[src/rtl/opg_pkg.sv]
package opg_pkg;
  typedef enum logic [2:0] {
    ST_IDLE,
    ST_GATHER,
    ST_LAUNCH,
    ST_COLLECT,
    ST_WRITE
  } opg_state_t;
endpackage

[src/rtl/opg_src_lane.sv]
module opg_src_lane #(
  parameter int DATA_W = 16
) (
  input  logic              clk,
  input  logic              rst,
  input  logic              load,
  input  logic              need,
  input  logic [DATA_W-1:0] init_val,
  input  logic              gnt,
  input  logic [DATA_W-1:0] data_i,
  output logic              req,
  output logic [DATA_W-1:0] opnd
);
  always_ff @(posedge clk) begin
    if (rst) begin
      req  <= 1'b0;
      opnd <= '0;
    end else if (load) begin
      req  <= need;
      opnd <= init_val;
    end else if (req && gnt) begin
      req  <= 1'b0;
      opnd <= data_i;
    end
  end
endmodule

[src/rtl/opg_dst_lane.sv]
module opg_dst_lane #(
  parameter int DATA_W = 16
) (
  input  logic              clk,
  input  logic              rst,
  input  logic              clear,
  input  logic              take,
  input  logic              ok,
  input  logic [DATA_W-1:0] res,
  input  logic              gnt,
  output logic              req,
  output logic              none,
  output logic [DATA_W-1:0] data
);
  always_ff @(posedge clk) begin
    if (rst) begin
      req  <= 1'b0;
      none <= 1'b0;
      data <= '0;
    end else if (clear) begin
      req  <= 1'b0;
      none <= 1'b0;
    end else if (take) begin
      req  <= ok;
      none <= ~ok;
      data <= res;
    end else if (req && gnt) begin
      req  <= 1'b0;
    end
  end
endmodule

[src/rtl/opg_seq.sv]
module opg_seq
  import opg_pkg::*;
(
  input  logic clk,
  input  logic rst,
  input  logic issue_i,
  input  logic gather_done,
  input  logic alu_ready_i,
  input  logic alu_res_valid_i,
  input  logic write_done,
  output logic accept,
  output logic res_take,
  output logic busy_o,
  output logic alu_valid_o,
  output logic alu_res_ready_o
);
  opg_state_t state;

  assign accept   = issue_i && (state == ST_IDLE);
  assign res_take = (state == ST_COLLECT) && alu_res_valid_i;

  always_ff @(posedge clk) begin
    if (rst) begin
      state           <= ST_IDLE;
      busy_o          <= 1'b0;
      alu_valid_o     <= 1'b0;
      alu_res_ready_o <= 1'b0;
    end else begin
      unique case (state)
        ST_IDLE: if (accept) begin
          state  <= ST_GATHER;
          busy_o <= 1'b1;
        end
        ST_GATHER: if (gather_done) begin
          state       <= ST_LAUNCH;
          alu_valid_o <= 1'b1;
        end
        ST_LAUNCH: if (alu_ready_i) begin
          state           <= ST_COLLECT;
          alu_valid_o     <= 1'b0;
          alu_res_ready_o <= 1'b1;
        end
        ST_COLLECT: if (alu_res_valid_i) begin
          state           <= ST_WRITE;
          alu_res_ready_o <= 1'b0;
        end
        ST_WRITE: if (write_done) begin
          state  <= ST_IDLE;
          busy_o <= 1'b0;
        end
        default: state <= ST_IDLE;
      endcase
    end
  end
endmodule

[src/rtl/opg_unit.sv]
module opg_unit #(
  parameter int DATA_W = 16,
  parameter int OP_W   = 4,
  parameter int N_SRC  = 3,
  parameter int N_DST  = 2
) (
  input  logic                    clk,
  input  logic                    rst,
  input  logic                    issue_i,
  input  logic [OP_W-1:0]         op_i,
  input  logic                    zero_a_i,
  input  logic                    imm_ok_i,
  input  logic [DATA_W-1:0]       imm_i,
  input  logic                    rc_i,
  input  logic [N_SRC-1:0]        rd_skip_i,
  output logic                    busy_o,
  output logic [N_SRC-1:0]        rd_req_o,
  input  logic [N_SRC-1:0]        rd_gnt_i,
  input  logic [N_SRC*DATA_W-1:0] src_data_i,
  output logic [OP_W-1:0]         alu_op_o,
  output logic [N_SRC*DATA_W-1:0] alu_opnd_o,
  output logic                    alu_valid_o,
  input  logic                    alu_ready_i,
  input  logic [N_DST*DATA_W-1:0] alu_res_i,
  input  logic [N_DST-1:0]        alu_res_ok_i,
  input  logic                    alu_res_valid_i,
  output logic                    alu_res_ready_o,
  output logic [N_DST-1:0]        wr_req_o,
  input  logic [N_DST-1:0]        wr_gnt_i,
  output logic [N_DST-1:0]        wr_mask_o,
  output logic [N_DST*DATA_W-1:0] dst_data_o
);
  localparam int ZERO_PORT = 0;
  localparam int IMM_PORT  = 1;
  localparam int COND_PORT = 1;

  logic accept, res_take, gather_done, write_done;
  logic rc_q;
  logic [N_DST-1:0] ok_eff;

  assign gather_done = ~|(rd_req_o & ~rd_gnt_i);
  assign write_done  = ~|(wr_req_o & ~wr_gnt_i);

  always_ff @(posedge clk) begin
    if (rst) begin
      rc_q     <= 1'b0;
      alu_op_o <= '0;
    end else if (accept) begin
      rc_q     <= rc_i;
      alu_op_o <= op_i;
    end
  end

  opg_seq u_seq (
    .clk            (clk),
    .rst            (rst),
    .issue_i        (issue_i),
    .gather_done    (gather_done),
    .alu_ready_i    (alu_ready_i),
    .alu_res_valid_i(alu_res_valid_i),
    .write_done     (write_done),
    .accept         (accept),
    .res_take       (res_take),
    .busy_o         (busy_o),
    .alu_valid_o    (alu_valid_o),
    .alu_res_ready_o(alu_res_ready_o)
  );

  for (genvar i = 0; i < N_SRC; i++) begin : g_src
    logic              need;
    logic [DATA_W-1:0] init_val;
    if (i == ZERO_PORT) begin : g_zero
      assign need     = ~rd_skip_i[i] & ~zero_a_i;
      assign init_val = '0;
    end else if (i == IMM_PORT) begin : g_imm
      assign need     = ~rd_skip_i[i] & ~imm_ok_i;
      assign init_val = (imm_ok_i && !rd_skip_i[i]) ? imm_i : '0;
    end else begin : g_plain
      assign need     = ~rd_skip_i[i];
      assign init_val = '0;
    end
    opg_src_lane #(.DATA_W(DATA_W)) u_lane (
      .clk     (clk),
      .rst     (rst),
      .load    (accept),
      .need    (need),
      .init_val(init_val),
      .gnt     (rd_gnt_i[i]),
      .data_i  (src_data_i[i*DATA_W +: DATA_W]),
      .req     (rd_req_o[i]),
      .opnd    (alu_opnd_o[i*DATA_W +: DATA_W])
    );
  end

  for (genvar j = 0; j < N_DST; j++) begin : g_dst
    if (j == COND_PORT) begin : g_cond
      assign ok_eff[j] = alu_res_ok_i[j] & rc_q;
    end else begin : g_res
      assign ok_eff[j] = alu_res_ok_i[j];
    end
    opg_dst_lane #(.DATA_W(DATA_W)) u_lane (
      .clk  (clk),
      .rst  (rst),
      .clear(accept),
      .take (res_take),
      .ok   (ok_eff[j]),
      .res  (alu_res_i[j*DATA_W +: DATA_W]),
      .gnt  (wr_gnt_i[j]),
      .req  (wr_req_o[j]),
      .none (wr_mask_o[j]),
      .data (dst_data_o[j*DATA_W +: DATA_W])
    );
  end
endmodule

[config.mk]
export PLATFORM = sky130hd
export DESIGN_NAME = opg_unit
export DESIGN_NICKNAME = d
export VERILOG_FILES = /design/src/rtl/opg_pkg.sv /design/src/rtl/opg_src_lane.sv /design/src/rtl/opg_dst_lane.sv /design/src/rtl/opg_seq.sv /design/src/rtl/opg_unit.sv
export SDC_FILE = /design/constraint.sdc
export NUM_CORES = 1
export LEC_CHECK = 0
export BUFFER_PORTS_ARGS = -buffer_cell sky130_fd_sc_hd__clkbuf_2
export CORE_MARGIN = 2
export CORE_UTILIZATION = 52
export CTS_CLUSTER_SIZE = 25
export DETAILED_ROUTE_END_ITERATION = 10
export GPL_ROUTABILITY_DRIVEN = 1
export PLACE_DENSITY = 0.95
export SLEW_MARGIN = 20
export SYNTH_ARGS = -nofsm -noshare
export SYNTH_HDL_FRONTEND = slang
export SYNTH_HIERARCHICAL = 1
export SYNTH_SLANG_ARGS = --single-unit
[constraint.sdc]
create_clock -name clk -period 3.7 [get_ports clk]
set_input_delay 0.925 -clock clk [delete_from_list [all_inputs] [get_ports clk]]
set_output_delay 0.925 -clock clk [all_outputs]
set_load 0.005 [all_outputs]
==> results of run 1 <==
[state kept, by name (all words and copies together) (netlist names)]
signal	count
alu_op_o	4
g_dst.u_lane/data	32
g_dst.u_lane/none	2
g_dst.u_lane/req	2
g_src.u_lane/opnd	48
g_src.u_lane/req	3
rc_q	1
u_seq/alu_res_ready_o	1
u_seq/alu_valid_o	1
u_seq/busy_o	1
u_seq/state	3
[placed cells by master (no fill, tap or decap), types with 4 or more instances in the layout]
cell type / count
sky130_fd_sc_hd__mux2i_1: 6
sky130_fd_sc_hd__nor2_1: 9
sky130_fd_sc_hd__and2_2: 12
sky130_fd_sc_hd__and2_1: 5
sky130_fd_sc_hd__a2111oi_2: 48
sky130_fd_sc_hd__inv_1: 56
sky130_fd_sc_hd__buf_4: 4
sky130_fd_sc_hd__a21oi_1: 17
sky130_fd_sc_hd__conb_1: 32
sky130_fd_sc_hd__dfxtp_1: 98
sky130_fd_sc_hd__a211oi_1: 48
sky130_fd_sc_hd__clkbuf_8: 9
sky130_fd_sc_hd__nor4bb_1: 48
sky130_fd_sc_hd__a21oi_2: 20
sky130_fd_sc_hd__nand2_1: 67
sky130_fd_sc_hd__clkbuf_2: 210
[power by group through the flow]
stage | Clock [W] | Sequential [W] | Combinational [W]
2_1_floorplan | 0 | 0.00121 | 0.000360
3_3_place_gp | 0 | 0.00121 | 0.000513
3_5_place_dp | 0 | 0.00122 | 0.000538
4_1_cts | 0.000697 | 0.00119 | 0.000539
5_1_grt | 0.000744 | 0.00120 | 0.000589
6_report | 0.000677 | 0.00119 | 0.000538
[cell families after synthesis]
logic type / count (synthesis) / share of synthesized area
and+or+nand+nor: 162 / 0.2113
other: 1 / 0.0007264
buffers and inverters: 109 / 0.1052
AOI/OAI and AO/OA: 148 / 0.2882
muxes: 7 / 0.01454
DFF: 98 / 0.3800
[cell type report]
| cell class | instances | area (µm²) | area share |
|---|---|---|---|
| Clock inverter | 7 | 67.56 | 0.01052 |
| Inverter | 56 | 210.2 | 0.03272 |
| Multi-Input combinational cell | 349 | 2774 | 0.4317 |
| Tap cell | 133 | 166.4 | 0.02590 |
| Timing Repair Buffer | 216 | 1121 | 0.1745 |
| Clock buffer | 9 | 123.9 | 0.01928 |
| Sequential cell | 98 | 1962 | 0.3054 |
[path summary, 6_finish.rpt]
kind | startpoint | end | slack (ns) | depth (start not counted)
min reg2reg | g_dst[0].u_lane/data[10] | g_dst[0].u_lane/data[10] | 0.47 | 2
max | g_src[1].u_lane/req | rd_req_o[1] | 1.13 | 1
max reg2reg | u_seq/state[1] | g_src[2].u_lane/opnd[2] | 1.55 | 4
min | g_dst[0].u_lane/data[10] | g_dst[0].u_lane/data[10] | 0.47 | 2
[metrics by stage]
stage | power (W) | util | setup WS [ns] | hold slack (ns)
global route | 0.002537 | 0.6634 | 1.021 | 0.4864
finish | 0.002408 | 0.6634 | 1.125 | 0.4657
detailed placement | 0.001755 | 0.6437 | 1.116 | 0.4504
CTS | 0.002430 | 0.6634 | 1.133 | 0.4657
floorplan | 0.001566 | - | 1.424 | 0.4515
global placement | 0.001724 | 0.6437 | 1.189 | 0.4417
[metal layers]
layer / routed length, µm / track usage / vias up
met5: 0 / 0 / -
met1: 5439 / 0.2781 / 2221
met4: 231 / 0.07819 / 0
met3: 658 / 0.05286 / 22
met2: 6601 / 0.4139 / 152
li1: - / - / 2311
==> results.rst, run 1 <==
.. list-table::
   :header-rows: 1

   * - Metric
     - Value
   * - Share of the cycle needed by the critical path after routing
     - 0.6959
   * - Total congestion overflow
     - 0
   * - Clock Root Buffer
     - sky130_fd_sc_hd__clkbuf_8
   * - Startpoint type of the worst setup path
     - flip-flop
   * - Vertical die dimension
     - about 100 µm
   * - Final setup violation count
     - 0
   * - Number of H-tree branching levels
     - 3
   * - Post-CTS clock slew at the launch and capture registers of the worst setup and hold paths
     - roughly 0.11 ns
   * - Total global-route track usage
     - 0.2332
   * - Hold buffer count at CTS
     - 0
   * - Cell taking the most area after synthesis
     - sky130_fd_sc_hd__dfxtp_1
   * - Maximum ir drop on the vdd rail
     - between 0.2 and 0.25 mV
   * - Fmax achieved
     - 388.4 MHz
   * - Mean instance size in the synthesized netlist
     - between 9 and 10 µm²
   * - Int Pwr
     - between 0.0015 and 0.002 W
   * - Vias after detailed routing
     - around 4,700
   * - Number of gates given a new drive strength after cts
     - 0
   * - Cell-by-cell trace of the critical path
     - clkbuf_2
   * - Ant. Diodes
     - 0
   * - Die Width
     - 103.6 µm
   * - Detailed-route wire length per cell
     - 14.90 µm
   * - Initial Utilization
     - 0.5331
   * - Area contributors post-synth
     - sky130_fd_sc_hd__dfxtp_1, sky130_fd_sc_hd__a2111oi_2, sky130_fd_sc_hd__nor4bb_1
   * - CP max stage cell
     - sky130_fd_sc_hd__dfxtp_1
   * - Signed area change from the synthesized netlist to the final layout
     - 24.45%
   * - DPL Wire Length
     - between 9 and 10 mm
   * - Leakage power summed over all cells
     - roughly 2.5 nW
   * - Global-route wire length before repair
     - around 21 mm
   * - Clk Latency, worst-skew pair
     - between 0.3 and 0.4 ns
   * - Post-synthesis instance total
     - roughly 530
   * - Max-Slew Margin vs Limit
     - 0.2955
   * - Min-delay worst type
     - reg -> reg
   * - Unrepaired setup endpoints after global routing
     - false
   * - Antenna-violating nets left
     - 0
   * - Proportion of power drawn by combinational gates
     - 0.223
   * - Critical path class
     - reg -> out
   * - Cell row count
     - 36
   * - Routability Congestion
     - ~0.80
   * - Final Net Count
     - ~850
   * - Pin count of the biggest net entering global routing
     - 110
   * - Layout cell share with drive strength beyond 1
     - 0.4367
   * - Worst endpoint data arrival time
     - 1.65 ns
   * - Total placed cells including tap cells
     - between 800 and 900
   * - Vias in the first global route
     - 4,385
   * - Number of max-cap violations
     - 0
   * - Data required, critical path
     - 2.77 ns
   * - Synth warn
     - 6
   * - Fraction of post-synthesis cell area in the top cell type by area
     - 0.3800
   * - Most frequently used cell type in the post-synthesis netlist
     - sky130_fd_sc_hd__dfxtp_1
   * - Total power per unit cell area
     - ~370 nW/µm²
   * - Sort of element at the end of the critical path
     - output port
   * - Switching power as a share of total power
     - 0.3135
   * - EDFF count, synth
     - 0
   * - Initial detailed-routing violation count
     - about 240
   * - First-pass iteration count of the detailed router
     - 4
   * - Leading post-synthesis cells by instance count
     - sky130_fd_sc_hd__dfxtp_1, sky130_fd_sc_hd__nand2_1, sky130_fd_sc_hd__inv_1
   * - TritonCTS buffer count
     - 9
   * - Sequential-to-total area share from yosys stat
     - 0.3800
   * - Die area
     - around 11,000 µm²
   * - Count of buffers inserted at the top-level ports
     - between 200 and 250
   * - Number of design rule violations left after detail routing
     - 0
   * - #FFs+latches synth
     - ~100
   * - Largest buffer count on any clock path
     - 2
   * - Result of the run
     - finished clean
   * - Power share of the sequential group
     - 0.496
   * - Boundary pin count
     - ~210
   * - Largest delay share family, worst path
     - flip-flops
   * - Cell area after placement
     - between 6000 and 7000 µm²
   * - Fin Setup TNS
     - 0 ns
   * - Synth Flop Type
     - sky130_fd_sc_hd__dfxtp_1
   * - Clock group share of total power
     - 0.281
   * - Final hold vios
     - 0
   * - CP Max Fanout
     - 35
   * - Initial antenna violation count
     - 0
   * - Netlist Area Pre-Place
     - 5162 µm²
   * - Post-route cell area
     - around 6400 µm²
   * - CP Buf/Inv Count
     - 1
   * - # fillers
     - slightly below 800
   * - Shortest period the worst path allows
     - 2.575 ns
   * - Core area
     - about 9700 µm²
   * - Post-synthesis cell type count
     - 43
   * - Average vias per placed instance
     - between 5 and 6
   * - Layout Skew
     - roughly 0.011 ns
   * - Sink count of the clock tree
     - 98
   * - Total length of routed wires
     - roughly 13 mm
   * - Setup repair bufs after CTS
     - 0
   * - Fraction of registers with async set/reset
     - 0
   * - Worst Max-Slew Pin Slew
     - roughly 1.1 ns
   * - Clock tree from TritonCTS
     - done
   * - Post-route insts no fill
     - between 800 and 900
   * - Slowest cell delay on critical path
     - slightly above 1 ns
   * - Switching power
     - between 0.0007 and 0.0008 W
   * - Max Slew Vio Count
     - 0
No activity file was read; power rests on OpenSTA's default activity.
==> run 2, diff against run 1 <==
--- a/config.mk
+++ b/config.mk
@@ -5,13 +5,14 @@
 export SDC_FILE = /design/constraint.sdc
 export NUM_CORES = 1
 export LEC_CHECK = 0
+export ABC_AREA = 1
 export BUFFER_PORTS_ARGS = -buffer_cell sky130_fd_sc_hd__clkbuf_2
 export CORE_MARGIN = 2
-export CORE_UTILIZATION = 52
+export CORE_UTILIZATION = 44
 export CTS_CLUSTER_SIZE = 25
 export DETAILED_ROUTE_END_ITERATION = 10
 export GPL_ROUTABILITY_DRIVEN = 1
-export PLACE_DENSITY = 0.95
+export PLACE_DENSITY = 0.87
 export SLEW_MARGIN = 20
 export SYNTH_ARGS = -nofsm -noshare
 export SYNTH_HDL_FRONTEND = slang
==> constraint.sdc (replaced) <==
create_clock -name clk -period 2.3 [get_ports clk]
set_input_delay 0.575 -clock clk [delete_from_list [all_inputs] [get_ports clk]]
set_output_delay 0.575 -clock clk [all_outputs]
set_load 0.005 [all_outputs]
==> run 2 against run 1 <==
Effect of this change: clock power rose by 130%; area after synthesis is 0.48% higher; clock skew down 0.0055 ns; largest power group is now combinational logic; non-clock buffer count up 3; routed wire length down 0.48%; critical endpoint is now g_src[1].u_lane/opnd[11]; cell count grew 39%; die area up 18%; synthesized cell count rose by 59%.
==> results.rst, run 2 <==
.. list-table::
   :header-rows: 1

   * - Metric
     - Value
   * - Result of the run
     - finished clean
   * - Proportion of power drawn by combinational gates
     - 0.392
   * - Final setup violation count
     - 0
   * - # fillers
     - 1,129
   * - Critical path class
     - reg -> reg
   * - Netlist Area Pre-Place
     - about 5200 µm²
   * - Final hold vios
     - 0
   * - Shortest period the worst path allows
     - 1.766 ns
   * - Leading post-synthesis cells by instance count
     - sky130_fd_sc_hd__nand2_1, sky130_fd_sc_hd__nor2_1, sky130_fd_sc_hd__inv_1, sky130_fd_sc_hd__dfxtp_1, sky130_fd_sc_hd__nand3_1
   * - Number of gates given a new drive strength after cts
     - 0
   * - Routing usage on met3
     - 0.04644
   * - Clock group share of total power
     - 0.244
   * - Boundary pin count
     - between 200 and 250
   * - Hold buffer count at CTS
     - 0
   * - Core area
     - about 11,000 µm²
   * - Die Width
     - 112.6 µm
   * - Global-route wire length before repair
     - between 20 and 25 mm
   * - TritonCTS buffer count
     - 9
   * - Clock Root Buffer
     - sky130_fd_sc_hd__clkbuf_16
   * - Initial antenna violation count
     - 0
   * - Maximum ir drop on the vdd rail
     - ~0.63 mV
   * - Fraction of post-synthesis cell area in the top cell type by area
     - 0.3782
   * - Area contributors post-synth
     - sky130_fd_sc_hd__dfxtp_1, sky130_fd_sc_hd__nand2_1, sky130_fd_sc_hd__nor2_1
   * - Synth Flop Type
     - sky130_fd_sc_hd__dfxtp_1
   * - Sink count of the clock tree
     - just under 100
   * - Vias in the first global route
     - 4,660
   * - Clk Latency, worst-skew pair
     - 0.33 ns
   * - Largest register FFs
     - 48
   * - Layout Skew
     - approximately 0.0058 ns
   * - Most frequently used cell type in the post-synthesis netlist
     - sky130_fd_sc_hd__nand2_1
   * - First-pass iteration count of the detailed router
     - 4
   * - Share of the cycle needed by the critical path after routing
     - 0.7678
   * - DPL Wire Length
     - just under 10 mm
   * - Vertical die dimension
     - 112.6 µm
   * - Total placed cells including tap cells
     - between 1,000 and 1,500
   * - Worst Max-Slew Pin Slew
     - 0.5108 ns
   * - Sequential-to-total area share from yosys stat
     - 0.3782
   * - Pin count of the biggest net entering global routing
     - 34
   * - Area used by sequential logic in the layout
     - 1962 µm²
   * - Fraction of registers with async set/reset
     - 0
   * - Min-delay worst type
     - in -> reg
   * - Total area of multi-input combinational cells
     - approximately 2500 µm²
   * - Average vias per placed instance
     - approximately 4.4
   * - EDFF count, synth
     - 0
   * - Routability Congestion
     - slightly above 0.8
   * - Post-synthesis instance total
     - between 800 and 900
   * - Data required, critical path
     - 2.53 ns
   * - Initial detailed-routing violation count
     - 317
   * - Largest buffer count on any clock path
     - 2
   * - Cell taking the most area after synthesis
     - sky130_fd_sc_hd__dfxtp_1
   * - Sort of element at the end of the critical path
     - flip-flop
   * - Max Slew Vio Count
     - 0
   * - Signed area change from the synthesized netlist to the final layout
     - 27.42%
   * - Max-Slew Margin vs Limit
     - 0.6590
   * - Count of buffers inserted at the top-level ports
     - around 210
   * - Antenna-violating nets left
     - 0
   * - Total global-route track usage
     - 0.2023
   * - Initial Utilization
     - 0.4524
   * - Ant. Diodes
     - 0
   * - Routing layer with the top usage in global route
     - met2
   * - Post-synthesis cell type count
     - 25
   * - Int Pwr
     - 0.004065 W
   * - Startpoint type of the worst setup path
     - flip-flop
   * - CP max stage cell
     - sky130_fd_sc_hd__dfxtp_1
   * - Largest registers in the final layout
     - g_src.u_lane/opnd (48), g_dst.u_lane/data (32), alu_op_o (4)
   * - CP Max Fanout
     - 33
   * - Post-route insts no fill
     - approximately 1,200
   * - Number of design rule violations left after detail routing
     - 0
   * - Met2 Track Usage GR
     - 0.3505
   * - Leakage power summed over all cells
     - 3.843 nW
   * - Total length of routed wires
     - 12.87 mm
   * - Utilization after layout
     - 0.5764
   * - Vias after detailed routing
     - roughly 5,300
   * - Worst endpoint data arrival time
     - approximately 2.0 ns
   * - Fmax achieved
     - 566.3 MHz
   * - Total congestion overflow
     - 0
   * - Post-CTS clock slew at the launch and capture registers of the worst setup and hold paths
     - ~0.07 ns
   * - Cell-by-cell trace of the critical path
     - nor2_2, inv_2, nor3_4, buf_12, inv_2, nand2_1, nand2_1, nor2_1, nor2_1
   * - Number of max-cap violations
     - 0
   * - Most used cells in the layout excluding fill and tap cells
     - sky130_fd_sc_hd__nand2_1, sky130_fd_sc_hd__clkbuf_2, sky130_fd_sc_hd__nor2_1, sky130_fd_sc_hd__inv_1, sky130_fd_sc_hd__dfxtp_1
   * - Switching power
     - between 0.002 and 0.0025 W
   * - Number of H-tree branching levels
     - 3
   * - Layout cell share with drive strength beyond 1
     - 0.2507
   * - Detailed-route wire length per cell
     - 10.65 µm
   * - Global routing met1 resource utilization
     - 0.2417
   * - Clock tree from TritonCTS
     - done
   * - Setup repair bufs after CTS
     - 0
   * - #FFs+latches synth
     - 98
   * - Power share of the sequential group
     - 0.363
   * - Register with the most flip-flops
     - g_src.u_lane/opnd
   * - Mean instance size in the synthesized netlist
     - approximately 6.2 µm²
   * - Final Net Count
     - roughly 1,200
   * - Slowest cell delay on critical path
     - ~0.36 ns
   * - Unrepaired setup endpoints after global routing
     - false
   * - Most common cell after layout, fill and taps aside
     - sky130_fd_sc_hd__nand2_1
   * - Synth warn
     - 6
   * - Switching power as a share of total power
     - 0.3698
   * - Die area
     - about 13,000 µm²
   * - Fin Setup TNS
     - 0 ns
   * - Total power per unit cell area
     - 975.7 nW/µm²
   * - Cell row count
     - 39
==> run 2: power by group through the flow <==
stage / logic [W] / registers (W) / clock network (W)
4_1_cts: 0.00255 / 0.00234 / 0.00163
3_3_place_gp: 0.00250 / 0.00236 / 0
5_1_grt: 0.00292 / 0.00239 / 0.00170
6_report: 0.00253 / 0.00234 / 0.00158
2_1_floorplan: 0.00187 / 0.00239 / 0
3_5_place_dp: 0.00254 / 0.00238 / 0
==> run 2: area by class of cell <==
cell class,instances,area share
Multi-Input combinational cell,598,0.3820
Sequential cell,98,0.2968
Timing Repair Buffer,219,0.1707
Inverter,135,0.07666
Clock buffer,10,0.03464
Tap cell,143,0.02707
Clock inverter,5,0.01211
==> run 2: final timing paths <==
check / from / to / slack (ns) / cells past startpoint
worst max register to register: u_seq/state[0] / g_src[1].u_lane/opnd[11] / 0.53 / 9
worst min register to register: g_dst[0].u_lane/none / g_dst[0].u_lane/none / 0.46 / 2
worst max-delay path: u_seq/state[0] / g_src[1].u_lane/opnd[11] / 0.53 / 9
worst min-delay path: op_i[1] / alu_op_o[1] / 0.46 / 3
==> run 2: per-stage QoR <==
stage | hold slack, ns | power (W) | instance area [µm²] | worst slack (ns)
2_1_floorplan | 0.4498 | 0.004257 | 5304 | 0.2083
3_3_place_gp | 0.4497 | 0.004860 | 6301 | 0.4129
3_5_place_dp | 0.4551 | 0.004920 | 6301 | 0.4105
4_1_cts | 0.4477 | 0.006517 | 6610 | 0.5373
5_1_grt | 0.4789 | 0.007005 | 6610 | 0.3308
6_report | 0.4612 | 0.006449 | 6610 | 0.5341
==> run 2: worst max-delay path, delay by kind of cell, from the launching register on <==
kind                   cells  cell delay [ns]
DFF                        1             0.36
and+or+nand+nor            6             0.74
buffers and inverters      3             0.54
==> run 2: layer usage <==
metal,up-vias,share of wire
met2,155,0.48
li1,2895,-
met5,-,0
met4,0,0.021
met3,19,0.065
met1,2234,0.44
==> run 2: logic make-up after synthesis <==
family / Yosys count / synth area share
AND/OR/NAND/NOR: 544 / 0.4320
AO/OA/AOI/OAI: 22 / 0.03039
other: 1 / 0.0007229
buffers and inverters: 170 / 0.1587
flip-flops: 98 / 0.3782
==> run 3, diff against run 2 <==
--- a/config.mk
+++ b/config.mk
@@ -5,7 +5,7 @@
 export SDC_FILE = /design/constraint.sdc
 export NUM_CORES = 1
 export LEC_CHECK = 0
-export ABC_AREA = 1
+export ABC_AREA = 0
 export BUFFER_PORTS_ARGS = -buffer_cell sky130_fd_sc_hd__clkbuf_2
 export CORE_MARGIN = 2
 export CORE_UTILIZATION = 44
==> constraint.sdc (replaced) <==
create_clock -name clk -period 1.49 [get_ports clk]
set_input_delay 0.3725 -clock clk [delete_from_list [all_inputs] [get_ports clk]]
set_output_delay 0.3725 -clock clk [all_outputs]
set_load 0.005 [all_outputs]
==> run 3 against run 2 <==
Effect of this change: the run now ends with negative setup slack left; sequential share of layout area down 2.9 points; global-route usage is 0.063 points lower; non-clock buffer count rose by 57; utilization is 6.6 points higher; clock skew is 0.0031 ns higher; sequential cell count did not move; total power grew 6.5%; largest power group is now registers; highest routed layer unchanged.
==> results.rst, run 3 (synthesis results as in run 1) <==
.. list-table::
   :header-rows: 1

   * - Metric
     - Value
   * - Unrepaired setup endpoints after global routing
     - true
   * - Fmax achieved
     - between 600 and 700 MHz
   * - Share of the cycle needed by the critical path after routing
     - 1.054
   * - Largest buffer count on any clock path
     - 2
   * - Layout Skew
     - between 0.008 and 0.009 ns
   * - Clk Latency, worst-skew pair
     - about 0.34 ns
   * - Post-CTS clock slew at the launch and capture registers of the worst setup and hold paths
     - approximately 0.07 ns
   * - Routability Congestion
     - 0.8242
   * - Number of H-tree branching levels
     - 3
   * - Shortest period the worst path allows
     - roughly 1.6 ns
   * - Worst path setup slack after routing
     - -0.08080 ns
   * - Antenna-violating nets left
     - 0
   * - First-pass iteration count of the detailed router
     - 4
   * - Ant. Diodes
     - 0
   * - Signed area change from the synthesized netlist to the final layout
     - 42.00%
   * - Critical path class
     - reg -> reg
   * - Pin count of the biggest net entering global routing
     - 34
   * - Sort of element at the end of the critical path
     - flip-flop
   * - Crit. Startpoint
     - u_seq/state[2]
   * - Average vias per placed instance
     - just over 5
   * - Largest registers in the final layout
     - g_src.u_lane/opnd (48), g_dst.u_lane/data (32), alu_op_o (4)
   * - R2R cell count
     - 6
   * - Reg-to-reg critical path startpoint
     - u_seq/state[2]
   * - Data required, critical path
     - 1.73 ns
   * - Worst R2R Setup Slack
     - -0.08 ns
   * - Utilization after layout
     - 0.6420
   * - Initial detailed-routing violation count
     - just under 200
   * - Global-route wire length before repair
     - approximately 21 mm
   * - # fillers
     - between 900 and 1,000
   * - Termination of the worst setup path
     - g_src[0].u_lane/opnd[12]
   * - Sink count of the clock tree
     - 98
   * - Boundary pin count
     - 212
   * - Vias in the first global route
     - about 4,600
   * - Total power per unit cell area
     - between 900 and 1000 nW/µm²
   * - Clock tree from TritonCTS
     - done
   * - Hold buffer count at CTS
     - 0
   * - Most common cell after layout, fill and taps aside
     - sky130_fd_sc_hd__clkbuf_2
   * - Maximum ir drop on the vdd rail
     - approximately 0.64 mV
   * - Result of the run
     - finished with violations
   * - Leakage power summed over all cells
     - between 2 and 3 nW
   * - Worst endpoint data arrival time
     - between 1.5 and 2 ns
   * - Total congestion overflow
     - 0
   * - Initial Utilization
     - 0.4521
   * - Min-delay worst type
     - in -> reg
   * - Count of buffers inserted at the top-level ports
     - approximately 210
   * - Cell row count
     - 39
   * - Total global-route track usage
     - 0.2017
   * - DPL Wire Length
     - roughly 10 mm
   * - Vertical die dimension
     - 112.3 µm
   * - Max Slew Vio Count
     - 0
   * - Final hold vios
     - 0
   * - Core area
     - approximately 11,000 µm²
   * - Post-placement worst setup slack
     - -0.1548 ns
   * - Final Net Count
     - approximately 900
   * - Register with the most flip-flops
     - g_src.u_lane/opnd
   * - Initial antenna violation count
     - 0
   * - Most used cells in the layout excluding fill and tap cells
     - sky130_fd_sc_hd__clkbuf_2, sky130_fd_sc_hd__dfxtp_1, sky130_fd_sc_hd__inv_1, sky130_fd_sc_hd__a2111oi_2, sky130_fd_sc_hd__buf_4
   * - Startpoint type of the worst setup path
     - flip-flop
   * - Number of max-cap violations
     - 0
   * - TritonCTS buffer count
     - 9
   * - Detailed-route wire length per cell
     - about 15 µm
   * - Vias after detailed routing
     - 4,881
   * - Reg-to-reg endpoint
     - g_src[0].u_lane/opnd[12]
   * - Total length of routed wires
     - roughly 14 mm
   * - Die area
     - ~13,000 µm²
   * - CP Max Fanout
     - 13
   * - Layout cell share with drive strength beyond 1
     - 0.5364
   * - Number of design rule violations left after detail routing
     - 0
   * - Die Width
     - 112.3 µm
   * - Largest register FFs
     - 48
   * - Clock Root Buffer
     - sky130_fd_sc_hd__clkbuf_16
   * - Final setup violation count
     - 60
   * - Failing checks
     - negative setup slack
[run 3: cell types whose count changed in the layout (fill, tap and decap cells not counted), moves of 10 or more]
cell / change
sky130_fd_sc_hd__a2111oi_2: +49
sky130_fd_sc_hd__a211oi_1: +36
sky130_fd_sc_hd__a211oi_2: +13
sky130_fd_sc_hd__a21oi_2: +21
sky130_fd_sc_hd__and2_2: +12
sky130_fd_sc_hd__buf_12: +10
sky130_fd_sc_hd__buf_4: +40
sky130_fd_sc_hd__inv_1: -68
sky130_fd_sc_hd__nand2_1: -202
sky130_fd_sc_hd__nand2_2: +19
sky130_fd_sc_hd__nand3_1: -89
sky130_fd_sc_hd__nor2_1: -176
sky130_fd_sc_hd__nor2_2: -10
sky130_fd_sc_hd__nor4bb_1: +43
[run 3: how the worst min path moves through the flow]
stage | startpoint | to | slack, ns | cells past startpoint
floorplan | rst | u_seq/state[1] | 0.44 | 1
global placement | g_dst[0].u_lane/data[12] | g_dst[0].u_lane/data[12] | 0.44 | 2
detailed placement | g_dst[0].u_lane/data[10] | g_dst[0].u_lane/data[10] | 0.45 | 2
CTS | alu_res_i[29] | g_dst[1].u_lane/data[13] | 0.23 | 3
global route | alu_res_ok_i[0] | g_dst[0].u_lane/none | 0.24 | 2
finish | alu_res_ok_i[0] | g_dst[0].u_lane/none | 0.24 | 2
[run 3: area by class of cell]
type	count	area (µm²)	share of cell area
Multi-Input combinational cell	350	2950	0.4025
Clock inverter	6	47.55	0.006486
Inverter	56	210.2	0.02867
Sequential cell	98	1966	0.2681
Timing Repair Buffer	276	1749	0.2386
Tap cell	143	178.9	0.02441
Clock buffer	10	229.0	0.03123
[run 3: repair_timing]
action	CTS	global route
setup endpoints to repair	75	92
resized for setup	3	22
pin swaps	0	4
gates cloned	1	3
setup buffers	3	9
[run 3: metal layers]
metal / vias up / global-route usage / wire (µm)
li1: 2430 / - / -
met1: 2286 / 0.2546 / 6027
met2: 142 / 0.3394 / 6777
met3: 23 / 0.03564 / 660
met4: 0 / 0.08699 / 271
met5: - / 0 / 0
[run 3: report_power, final]
part	switching [W]	internal [W]
Sequential	0.000137	0.00282
Combinational	0.000815	0.000900
Clock	0.00105	0.00115
Total	0.00200	0.00487
[run 3: critical path: stages (launching register included)]
cell and delay [ns]:
sky130_fd_sc_hd__dfxtp_2 0.34, sky130_fd_sc_hd__nor4b_4 0.34, sky130_fd_sc_hd__buf_6 0.22, sky130_fd_sc_hd__buf_4 0.14, sky130_fd_sc_hd__clkbuf_16 0.16, sky130_fd_sc_hd__nor4bb_1 0.07, sky130_fd_sc_hd__a2111oi_2 0.20
[run 3: through the flow]
stage          area, µm²  std cells  hold slack [ns]  TNS (ns)  total power, W
6_report            7331        939           0.2406    -1.580        0.006869
2_1_floorplan       5404        556           0.4371    -25.92        0.003930
4_1_cts             7096        927           0.2316    -2.146        0.006775
3_5_place_dp        6779        907           0.4467    -7.201        0.004568
3_3_place_gp        6779        907           0.4423    -5.482        0.004526
5_1_grt             7331        939           0.2394    -9.585        0.007181
